## src/rtl/cfg_loader_pkg.sv

```systemverilog
package cfg_loader_pkg;
  localparam int unsigned DEF_WORD_W = 24;
  localparam int unsigned DEF_CTRL_W = 2;
  localparam int unsigned DEF_SYNC_N = 2;

  typedef struct packed {
    logic chip_en;
    logic ld_en;
    logic ser_dat;
    logic ser_clk;
  } pins_t;

  localparam int unsigned PINS_W = $bits(pins_t);
endpackage

```

## src/rtl/cfg_sync.sv

```systemverilog
module cfg_sync #(
  parameter int unsigned N_BITS = 4,
  parameter int unsigned STAGES = 2
) (
  input  logic              clk,
  input  logic              rst_n,
  input  logic [N_BITS-1:0] async_i,
  output logic [N_BITS-1:0] lvl_o,
  output logic [N_BITS-1:0] rise_o
);
  for (genvar b = 0; b < N_BITS; b++) begin : g_bit
    logic [STAGES:0] chain_q;
    logic [STAGES:0] chain_d;

    always_comb begin
      chain_d = {chain_q[STAGES-1:0], async_i[b]};
    end

    always_ff @(posedge clk or negedge rst_n) begin
      if (!rst_n) chain_q <= '0;
      else        chain_q <= chain_d;
    end

    assign lvl_o[b]  = chain_q[STAGES-1];
    assign rise_o[b] = chain_q[STAGES-1] & ~chain_q[STAGES];
  end
endmodule

```

## src/rtl/cfg_shifter.sv

```systemverilog
module cfg_shifter #(
  parameter int unsigned WORD_W = 24
) (
  input  logic              clk,
  input  logic              rst_n,
  input  logic              ce,
  input  logic              shift_en,
  input  logic              hold,
  input  logic              din,
  output logic [WORD_W-1:0] sr_o
);
  logic [WORD_W-1:0] sr_q;
  logic [WORD_W-1:0] sr_d;

  always_comb begin
    if (!ce)                  sr_d = '0;
    else if (shift_en && !hold) sr_d = {sr_q[WORD_W-2:0], din};
    else                      sr_d = sr_q;
  end

  always_ff @(posedge clk or negedge rst_n) begin
    if (!rst_n) sr_q <= '0;
    else        sr_q <= sr_d;
  end

  assign sr_o = sr_q;
endmodule

```

## src/rtl/cfg_latch_bank.sv

```systemverilog
module cfg_latch_bank #(
  parameter int unsigned WORD_W = 24,
  parameter int unsigned CTRL_W = 2,
  localparam int unsigned PAY_W = WORD_W - CTRL_W,
  localparam int unsigned N_LAT = 1 << CTRL_W
) (
  input  logic                   clk,
  input  logic                   rst_n,
  input  logic                   ce,
  input  logic                   load,
  input  logic [WORD_W-1:0]      word_i,
  output logic [N_LAT*PAY_W-1:0] lat_o,
  output logic [N_LAT-1:0]       upd_o
);
  logic [CTRL_W-1:0] sel;
  logic [PAY_W-1:0]  payload;

  assign sel     = word_i[CTRL_W-1:0];
  assign payload = word_i[WORD_W-1:CTRL_W];

  for (genvar i = 0; i < N_LAT; i++) begin : g_lat
    logic             hit;
    logic [PAY_W-1:0] lat_q;
    logic [PAY_W-1:0] lat_d;
    logic             upd_q;

    assign hit = ce && load && (sel == CTRL_W'(i));

    always_comb begin
      if (!ce)      lat_d = '0;
      else if (hit) lat_d = payload;
      else          lat_d = lat_q;
    end

    always_ff @(posedge clk or negedge rst_n) begin
      if (!rst_n) begin
        lat_q <= '0;
        upd_q <= 1'b0;
      end else begin
        lat_q <= lat_d;
        upd_q <= hit;
      end
    end

    assign lat_o[i*PAY_W +: PAY_W] = lat_q;
    assign upd_o[i]                = upd_q;
  end
endmodule

```

## src/rtl/cfg_loader.sv

```systemverilog
module cfg_loader
  import cfg_loader_pkg::*;
#(
  parameter int unsigned WORD_W = DEF_WORD_W,
  parameter int unsigned CTRL_W = DEF_CTRL_W,
  parameter int unsigned SYNC_N = DEF_SYNC_N,
  localparam int unsigned PAY_W = WORD_W - CTRL_W,
  localparam int unsigned N_LAT = 1 << CTRL_W
) (
  input  logic                   clk,
  input  logic                   rst_n,
  input  logic                   ser_clk,
  input  logic                   ser_dat,
  input  logic                   ld_en,
  input  logic                   chip_en,
  output logic [N_LAT*PAY_W-1:0] cfg_word_o,
  output logic [N_LAT-1:0]       cfg_upd_o
);
  // reset: asserted asynchronously, released on a clock edge
  logic [1:0] rst_q;
  logic       rst_s;
  always_ff @(posedge clk or negedge rst_n) begin
    if (!rst_n) rst_q <= 2'b00;
    else        rst_q <= {rst_q[0], 1'b1};
  end
  assign rst_s = rst_q[1];

  pins_t pins_raw, pins_lvl, pins_rise;
  logic [PINS_W-1:0] lvl_vec, rise_vec;

  always_comb begin
    pins_raw.chip_en = chip_en;
    pins_raw.ld_en   = ld_en;
    pins_raw.ser_dat = ser_dat;
    pins_raw.ser_clk = ser_clk;
  end

  cfg_sync #(.N_BITS(PINS_W), .STAGES(SYNC_N)) u_sync (
    .clk    (clk),
    .rst_n  (rst_s),
    .async_i(pins_raw),
    .lvl_o  (lvl_vec),
    .rise_o (rise_vec)
  );

  assign pins_lvl  = pins_t'(lvl_vec);
  assign pins_rise = pins_t'(rise_vec);

  logic              ce_s, le_s, le_rise;
  logic [WORD_W-1:0] sr;

  assign ce_s    = pins_lvl.chip_en;
  assign le_s    = pins_lvl.ld_en;
  assign le_rise = pins_rise.ld_en;

  cfg_shifter #(.WORD_W(WORD_W)) u_shift (
    .clk     (clk),
    .rst_n   (rst_s),
    .ce      (ce_s),
    .shift_en(pins_rise.ser_clk),
    .hold    (le_s),
    .din     (pins_lvl.ser_dat),
    .sr_o    (sr)
  );

  cfg_latch_bank #(.WORD_W(WORD_W), .CTRL_W(CTRL_W)) u_bank (
    .clk   (clk),
    .rst_n (rst_s),
    .ce    (ce_s),
    .load  (le_rise),
    .word_i(sr),
    .lat_o (cfg_word_o),
    .upd_o (cfg_upd_o)
  );
endmodule

```

## config.mk

```make
export PLATFORM = sky130hd
export DESIGN_NAME = cfg_loader
export DESIGN_NICKNAME = d
export VERILOG_FILES = /design/src/rtl/cfg_loader_pkg.sv /design/src/rtl/cfg_sync.sv /design/src/rtl/cfg_shifter.sv /design/src/rtl/cfg_latch_bank.sv /design/src/rtl/cfg_loader.sv
export SDC_FILE = /design/constraint.sdc
export NUM_CORES = 1
export LEC_CHECK = 0
export ABC_AREA = 1
export BUFFER_PORTS_ARGS = -buffer_cell sky130_fd_sc_hd__buf_2
export CAP_MARGIN = 20
export CORE_ASPECT_RATIO = 1.4
export CORE_UTILIZATION = 45
export DETAILED_ROUTE_END_ITERATION = 10
export PLACE_DENSITY = 0.68
export SKIP_LAST_GASP = 1
export SYNTH_ARGS = -nofsm -noshare
export SYNTH_HDL_FRONTEND = slang
export SYNTH_SLANG_ARGS = --single-unit
```

## constraint.sdc

```tcl
create_clock -name clk -period 3.95 [get_ports clk]
set_input_delay 0.5925 -clock clk [delete_from_list [all_inputs] [get_ports clk]]
set_output_delay 0.5925 -clock clk [all_outputs]
set_load 0.03 [all_outputs]
```

==> results of run 1 <==
[per-layer routing]
layer | vias to the layer above | global-route usage [%]
met5 | - | 0
met4 | 0 | 11.5
met3 | 31 | 5.38
met2 | 169 | 37.7
met1 | 2151 | 29.8
li1 | 2032 | -
[cell usage in the layout (no fill, tap or decap)]
cell type | netlist | layout
nand3b_2 | 1 | 1
nor2_2 | 1 | 1
nand2_1 | 160 | 160
clkinv_2 | 0 | 2
o21ai_0 | 3 | 3
clkbuf_8 | 0 | 1
buf_4 | 8 | 3
inv_1 | 25 | 25
dlygate4sd3_1 | 0 | 1
buf_12 | 0 | 1
nand3_1 | 179 | 179
dfrtp_4 | 0 | 2
nand2_4 | 1 | 1
buf_2 | 31 | 97
conb_1 | 1 | 1
inv_2 | 7 | 7
clkbuf_16 | 0 | 17
clkinvlp_4 | 0 | 2
dfrtp_1 | 128 | 126
bufinv_16 | 0 | 7
nand3_2 | 19 | 19
nand2_2 | 3 | 3
nor2_4 | 2 | 3
clkinv_4 | 0 | 3
[power by group through the flow]
stage / logic, W / clock network, W / registers (W)
2_1_floorplan: 0.0000602 / 0 / 0.00137
3_3_place_gp: 0.0000782 / 0 / 0.00137
3_5_place_dp: 0.0000795 / 0 / 0.00137
4_1_cts: 0.0000800 / 0.00186 / 0.00135
5_1_grt: 0.0000887 / 0.00191 / 0.00135
6_report: 0.0000791 / 0.00184 / 0.00135
[cells by family after synthesis]
logic type / count (synthesis) / synth area share [%]
buffers and inverters: 81 / 7.74
AOI/OAI and AO/OA: 3 / 0.278
DFF: 128 / 59.3
other: 1 / 0.0694
and+or+nand+nor: 367 / 32.6
[cell type report]
class	count	area [um^2]	share of cell area, %
Clock buffer	18	439	6.72
Clock inverter	14	262	4.00
Inverter	32	120	1.84
Multi-Input combinational cell	371	1790	27.3
Sequential cell	128	3210	49.1
Tap cell	147	184	2.81
Timing Repair Buffer	102	538	8.23
[flip-flops by register name, indices dropped and copies added (netlist names)]
name / flops
u_bank.g_lat.lat_q: 88
u_shift.sr_o: 24
u_sync.g_bit.chain_q: 10
u_bank.g_lat.upd_q: 4
rst_q: 2
[stage by stage]
step                instances  total power (W)  util, %  hold slack, ns  instance area [um^2]
floorplan                 580          0.00143        -           0.297                  5400
global placement          779          0.00145     49.6           0.334                  5830
detailed placement        779          0.00145     49.6           0.336                  5830
CTS                       812          0.00328     55.6           0.276                  6540
global route              812          0.00335     55.6           0.273                  6540
finish                    812          0.00326     55.6           0.288                  6540
[path summary, 6_finish.rpt]
kind,start,end,slack [ns],depth (start not counted)
max,u_sync.g_bit[3].chain_q[1],u_shift.sr_o[19],1.23,4
min,ser_dat,u_sync.g_bit[1].chain_q[0],0.29,1
max reg2reg,u_sync.g_bit[3].chain_q[1],u_shift.sr_o[19],1.23,4
min reg2reg,u_sync.g_bit[3].chain_q[0],u_sync.g_bit[3].chain_q[1],0.35,0
max in group asynchronous,rst_q[1],u_bank.g_lat[0].lat_q[20],2.71,1
min in group asynchronous,rst_q[1],u_sync.g_bit[0].chain_q[0],0.37,0
==> run metrics, run 1 <==
CTS Hold Bufs=1; pre-CTS setup slack=about 1.3 ns; kind of cell adding the most delay to the critical path=simple AND/OR/NAND/NOR gates; Static Leakage=3.90 nW; setup TNS=0 ns; Initial Utilization=45.9%; die width=94.6 um; Synthesis Warnings=0; total number of H-tree levels=4; n_diodes=0; Hold Crit Class=input pin to flip-flop; antenna violations before repair=0; clock share of power=a little under three fifths; GP Congestion=0.781; most frequent cell on the critical path=nand2_1; Async SR Flop Fraction=100%; Post-CTS Setup Repair Bufs=0; largest net degree at the start of global routing=between 80 and 90; net count after synthesis=a little under 600; worst vdd ir=0.000287 V; chip height=around 130 um; Crit path required time=4.24 ns; top cells by area, synth=dfrtp_1, nand3_1, nand2_1; slew of the pin with the lowest slew margin=0.970 ns; PD cells=498 nW/um^2; Max Buffers Root-to-Sink=2; # Max-Cap Violations=0; dominant synthesized flop cell=dfrtp_1; Tot GR Track Use=between 20% and 30%; num ports=98; Reg power frac=41.3%; Data arrival, critical path=3.01 ns; initial drt markers=375; nets@finish=between 600 and 700; CP Launch Type=flip-flop; top-count cell post-synth=nand3_1; routed length on met1=roughly 5400 um; number of vias in the routed layout=between 4000 and 5000; num rows=47; Core Footprint=11800 um^2; final setup vio count=0; Fin. Hold Viols=0; max layer used=met4; crit-path max FO=85; Synth Register Bits=approximately 130; Post-Synthesis Cells=580; Int Pwr=0.00260 W; clk_skew=0.00449 ns; antenna-violating nets left=0; Routed WL=13400 um; full die area=12400 um^2; outcome=completed; Num CTS Buffers=17; Clock Latency Late Sink=about 0.41 ns; routed vias/inst=5.40; layout cells sized above 1=25.6%; Net Sw Power=0.000660 W; Root Driver=clkbuf_16; Tcrit/Tclk final=68.8%; synthesized cell area=roughly 5400 um^2; vias in the first global route=about 4400; max frequency=roughly 0.37 GHz; Synth area leader=dfrtp_1; overflow left after global routing=0; routed wire length per instance=16.5 um; Residual DRC=0; post-cts sizing count=0; CTS clock-pin slew for the worst setup and hold paths=0.06 ns; Layout area overhead=21.1%; syn_area_per_cell=slightly above 9 um^2; Final Max Tran Viols=0; CP endpoint kind=flip-flop; post-synthesis sequential area ratio=59.3%; Crit path largest cell delay=0.81 ns; min Tclk post-route=between 2 and 3 ns; Synth cell types=19; first drt pass iteration count=5; Slew headroom=35.3%; crit-path cells=buf_4 > nand2_1 > nand2_1 > nand2_1; Sw Ratio=20.2%; worst path buffer plus inverter count=1; Combinational Power Share=2.4%; # clock sinks=128; input/output buffers=97; Slowest cell on crit path=buf_4; global-route wire length before repair=22600 um; Fill cells=1061; RSZ-0062 raised after global routing=no; Setup CP Type=flip-flop to flip-flop; slack of the critical path=1.23 ns; CTS tree=built; Synth top area share=59.3%; synth cell count leaders=nand3_1, nand2_1, dfrtp_1; routed length on met3=793 um; EDFF count, synth=0; DR WL met2=between 6000 and 7000 um; Final HPWL DP=around 8500 um
Power figures use the tool's default switching activity.
==> run 2: changes to the inputs <==
--- a/config.mk
+++ b/config.mk
@@ -11,7 +11,7 @@
 export CORE_ASPECT_RATIO = 1.4
 export CORE_UTILIZATION = 45
 export DETAILED_ROUTE_END_ITERATION = 10
-export PLACE_DENSITY = 0.68
+export PLACE_DENSITY = 0.66
 export SKIP_LAST_GASP = 1
 export SYNTH_ARGS = -nofsm -noshare
 export SYNTH_HDL_FRONTEND = slang
==> constraint.sdc (replaced) <==
create_clock -name clk -period 2.8 [get_ports clk]
set_input_delay 0.42 -clock clk [delete_from_list [all_inputs] [get_ports clk]]
set_output_delay 0.42 -clock clk [all_outputs]
set_load 0.03 [all_outputs]
==> run metrics, run 2 (synthesis gave the netlist of run 1 again) <==
max layer used=met4 (unchanged); Tcrit/Tclk final=72.8% (was 68.8%); max frequency=0.490 GHz (was 0.368 GHz); Num CTS Buffers=17 (unchanged); Root Driver=clkbuf_16 (unchanged); worst r2r src=u_sync.g_bit[3].chain_q[1] (unchanged); full die area=12400 um^2 (unchanged); final setup vio count=0 (unchanged); antenna-violating nets left=0 (unchanged); Reg with most FFs=u_bank.g_lat.lat_q (unchanged); critical hold path startpoint=ser_dat (unchanged); hold_ws=0.117 ns (was 0.288 ns); CTS tree=built (unchanged); # Max-Cap Violations=0 (unchanged); Max Buffers Root-to-Sink=2 (unchanged); die width=94.6 um (unchanged); Crit path largest cell delay=0.60 ns (was 0.81 ns); num ports=98 (unchanged); total number of H-tree levels=4 (unchanged); most frequent cell on the critical path=nand2_1 (unchanged); Power, Total=0.00425 W (was 0.00326 W); Initial Utilization=45.9% (unchanged); n_diodes=0 (unchanged); num rows=47 (unchanged); commonest non-fill, non-tap cells in the layout=nand3_1, nand2_1, dfrtp_1, buf_2, inv_1 (unchanged); Layout area overhead=20.2% (was 21.1%); failing checks=design-rule violations; GP Congestion=0.762 (was 0.781); Fin. Hold Viols=0 (unchanged); setup TNS=0 ns (unchanged); DR WL met2=6950 um (was 6820 um); Residual DRC=2 (was 0); initial drt markers=456 (was 375); number of vias in the routed layout=4332 (was 4383); slack of the critical path=0.760 ns (was 1.23 ns); largest net degree at the start of global routing=86 (unchanged); Clock Latency Late Sink=0.41 ns (about the same); Setup CP Type=flip-flop to flip-flop (unchanged); vias in the first global route=4108 (was 4434); worst vdd ir=0.000414 V (was 0.000287 V); Worst R2R Setup Slack=0.76 ns (was 1.23 ns); slew of the pin with the lowest slew margin=0.905 ns (was 0.970 ns); routed length on met1=5390 um (was 5370 um); clk_skew=0.00696 ns (was 0.00449 ns); hold path endpoint=u_sync.g_bit[1].chain_q[0] (unchanged); Hold Crit Class=input pin to flip-flop (unchanged); routed length on met3=850 um (was 793 um); CTS clock-pin slew for the worst setup and hold paths=0.05 ns (was 0.06 ns); RSZ-0062 raised after global routing=no (unchanged); Final HPWL DP=8590 um (was 8470 um); input/output buffers=97 (unchanged); Core Util, Final=55.2% (was 55.6%); Largest register FFs=88 (unchanged); Tot GR Track Use=22.5% (was 23.6%); Slowest cell on crit path=dfrtp_4 (was buf_4); cells on worst reg2reg path=5 (was 4); nets@finish=664 (was 658); PD cells=655 nW/um^2 (was 498 nW/um^2); outcome=finished, violations left (was completed); Final Max Tran Viols=0 (unchanged); Slew headroom=39.7% (was 35.3%); crit-path cells=nand2_1 > nor2_4 > buf_4 > nand3_1 > nand2_1 (was buf_4 > nand2_1 > nand2_1 > nand2_1); min Tclk post-route=2.04 ns (was 2.72 ns); Data arrival, critical path=2.39 ns (was 3.01 ns); first drt pass iteration count=8 (was 5); commonest non-fill, non-tap cell in the layout=nand3_1 (unchanged); Core Footprint=11800 um^2 (unchanged); hold depth=1 (unchanged); pre-CTS setup slack=0.811 ns (was 1.27 ns); chip height=132 um (unchanged); global-route wire length before repair=21200 um (was 22600 um); # clock sinks=128 (unchanged); Crit path required time=3.15 ns (was 4.24 ns); layout cells sized above 1=25.9% (was 25.6%); routed vias/inst=5.30 (was 5.40); crit-path max FO=50 (was 85); routed wire length per instance=16.3 um (was 16.5 um); antenna violations before repair=0 (unchanged); overflow left after global routing=0 (unchanged); CP Launch Type=flip-flop (unchanged); Routed WL=13400 um (about the same); Static Leakage=3.89 nW (was 3.90 nW); RR Endpoint=u_bank.g_lat[3].lat_q[9] (was u_shift.sr_o[19]); CP endpoint kind=flip-flop (unchanged)
run 2: worst max-delay path by stage:
stage | start | end | slack (ns) | cells after the start
floorplan | rst_q[1] | u_bank.g_lat[0].lat_q[0] | 0.67 | 0
global placement | u_sync.g_bit[3].chain_q[1] | u_bank.g_lat[3].lat_q[16] | 0.85 | 5
detailed placement | u_sync.g_bit[3].chain_q[1] | u_bank.g_lat[0].lat_q[15] | 0.81 | 5
CTS | u_sync.g_bit[3].chain_q[1] | u_bank.g_lat[3].lat_q[9] | 0.80 | 5
global route | u_sync.g_bit[3].chain_q[1] | u_bank.g_lat[2].lat_q[15] | 0.60 | 5
finish | u_sync.g_bit[3].chain_q[1] | u_bank.g_lat[3].lat_q[9] | 0.76 | 5
run 2: cell type report:
class / count / area, um^2
clock buffers: 22 / 474
clock inverters: 10 / 134
fillers: 1038 / 5270
inverters: 32 / 120
multi-input cells: 371 / 1790
flip-flops and latches: 128 / 3210
well taps: 147 / 184
repair buffers: 108 / 583
run 2: power breakdown:
group	switching (W)	total (W)	internal (W)
Sequential	0.0000206	0.00189	0.00187
Combinational	0.000107	0.000130	0.0000231
Clock	0.000768	0.00223	0.00146
Total	0.000896	0.00425	0.00335
run 2: routing by layer:
metal | global-route usage [%] | vias up
met1 | 27.7 | 2113
met2 | 38.2 | 165
met4 | 7.15 | 0
li1 | - | 2043
met5 | 0 | -
met3 | 5.56 | 11
run 2: what timing repair did:
action,in CTS,in global routing
setup buffers,0,0
gates resized for setup,0,0
hold buffers,1,0
endpoints found under the hold margin,2,0
run 2: critical path: cells and delay by family, from the launching register on:
family / cells / cell delay [ns]
buffers and inverters: 1 / 0.53
flip-flops: 1 / 0.60
AND/OR/NAND/NOR: 4 / 0.83
run 2: stage by stage:
| step | cell area (um^2) | cells |
|---|---|---|
| 6_report | 6490 | 818 |
| 5_1_grt | 6490 | 818 |
| 4_1_cts | 6490 | 818 |
| 3_5_place_dp | 5870 | 785 |
| 3_3_place_gp | 5870 | 785 |
| 2_1_floorplan | 5400 | 580 |
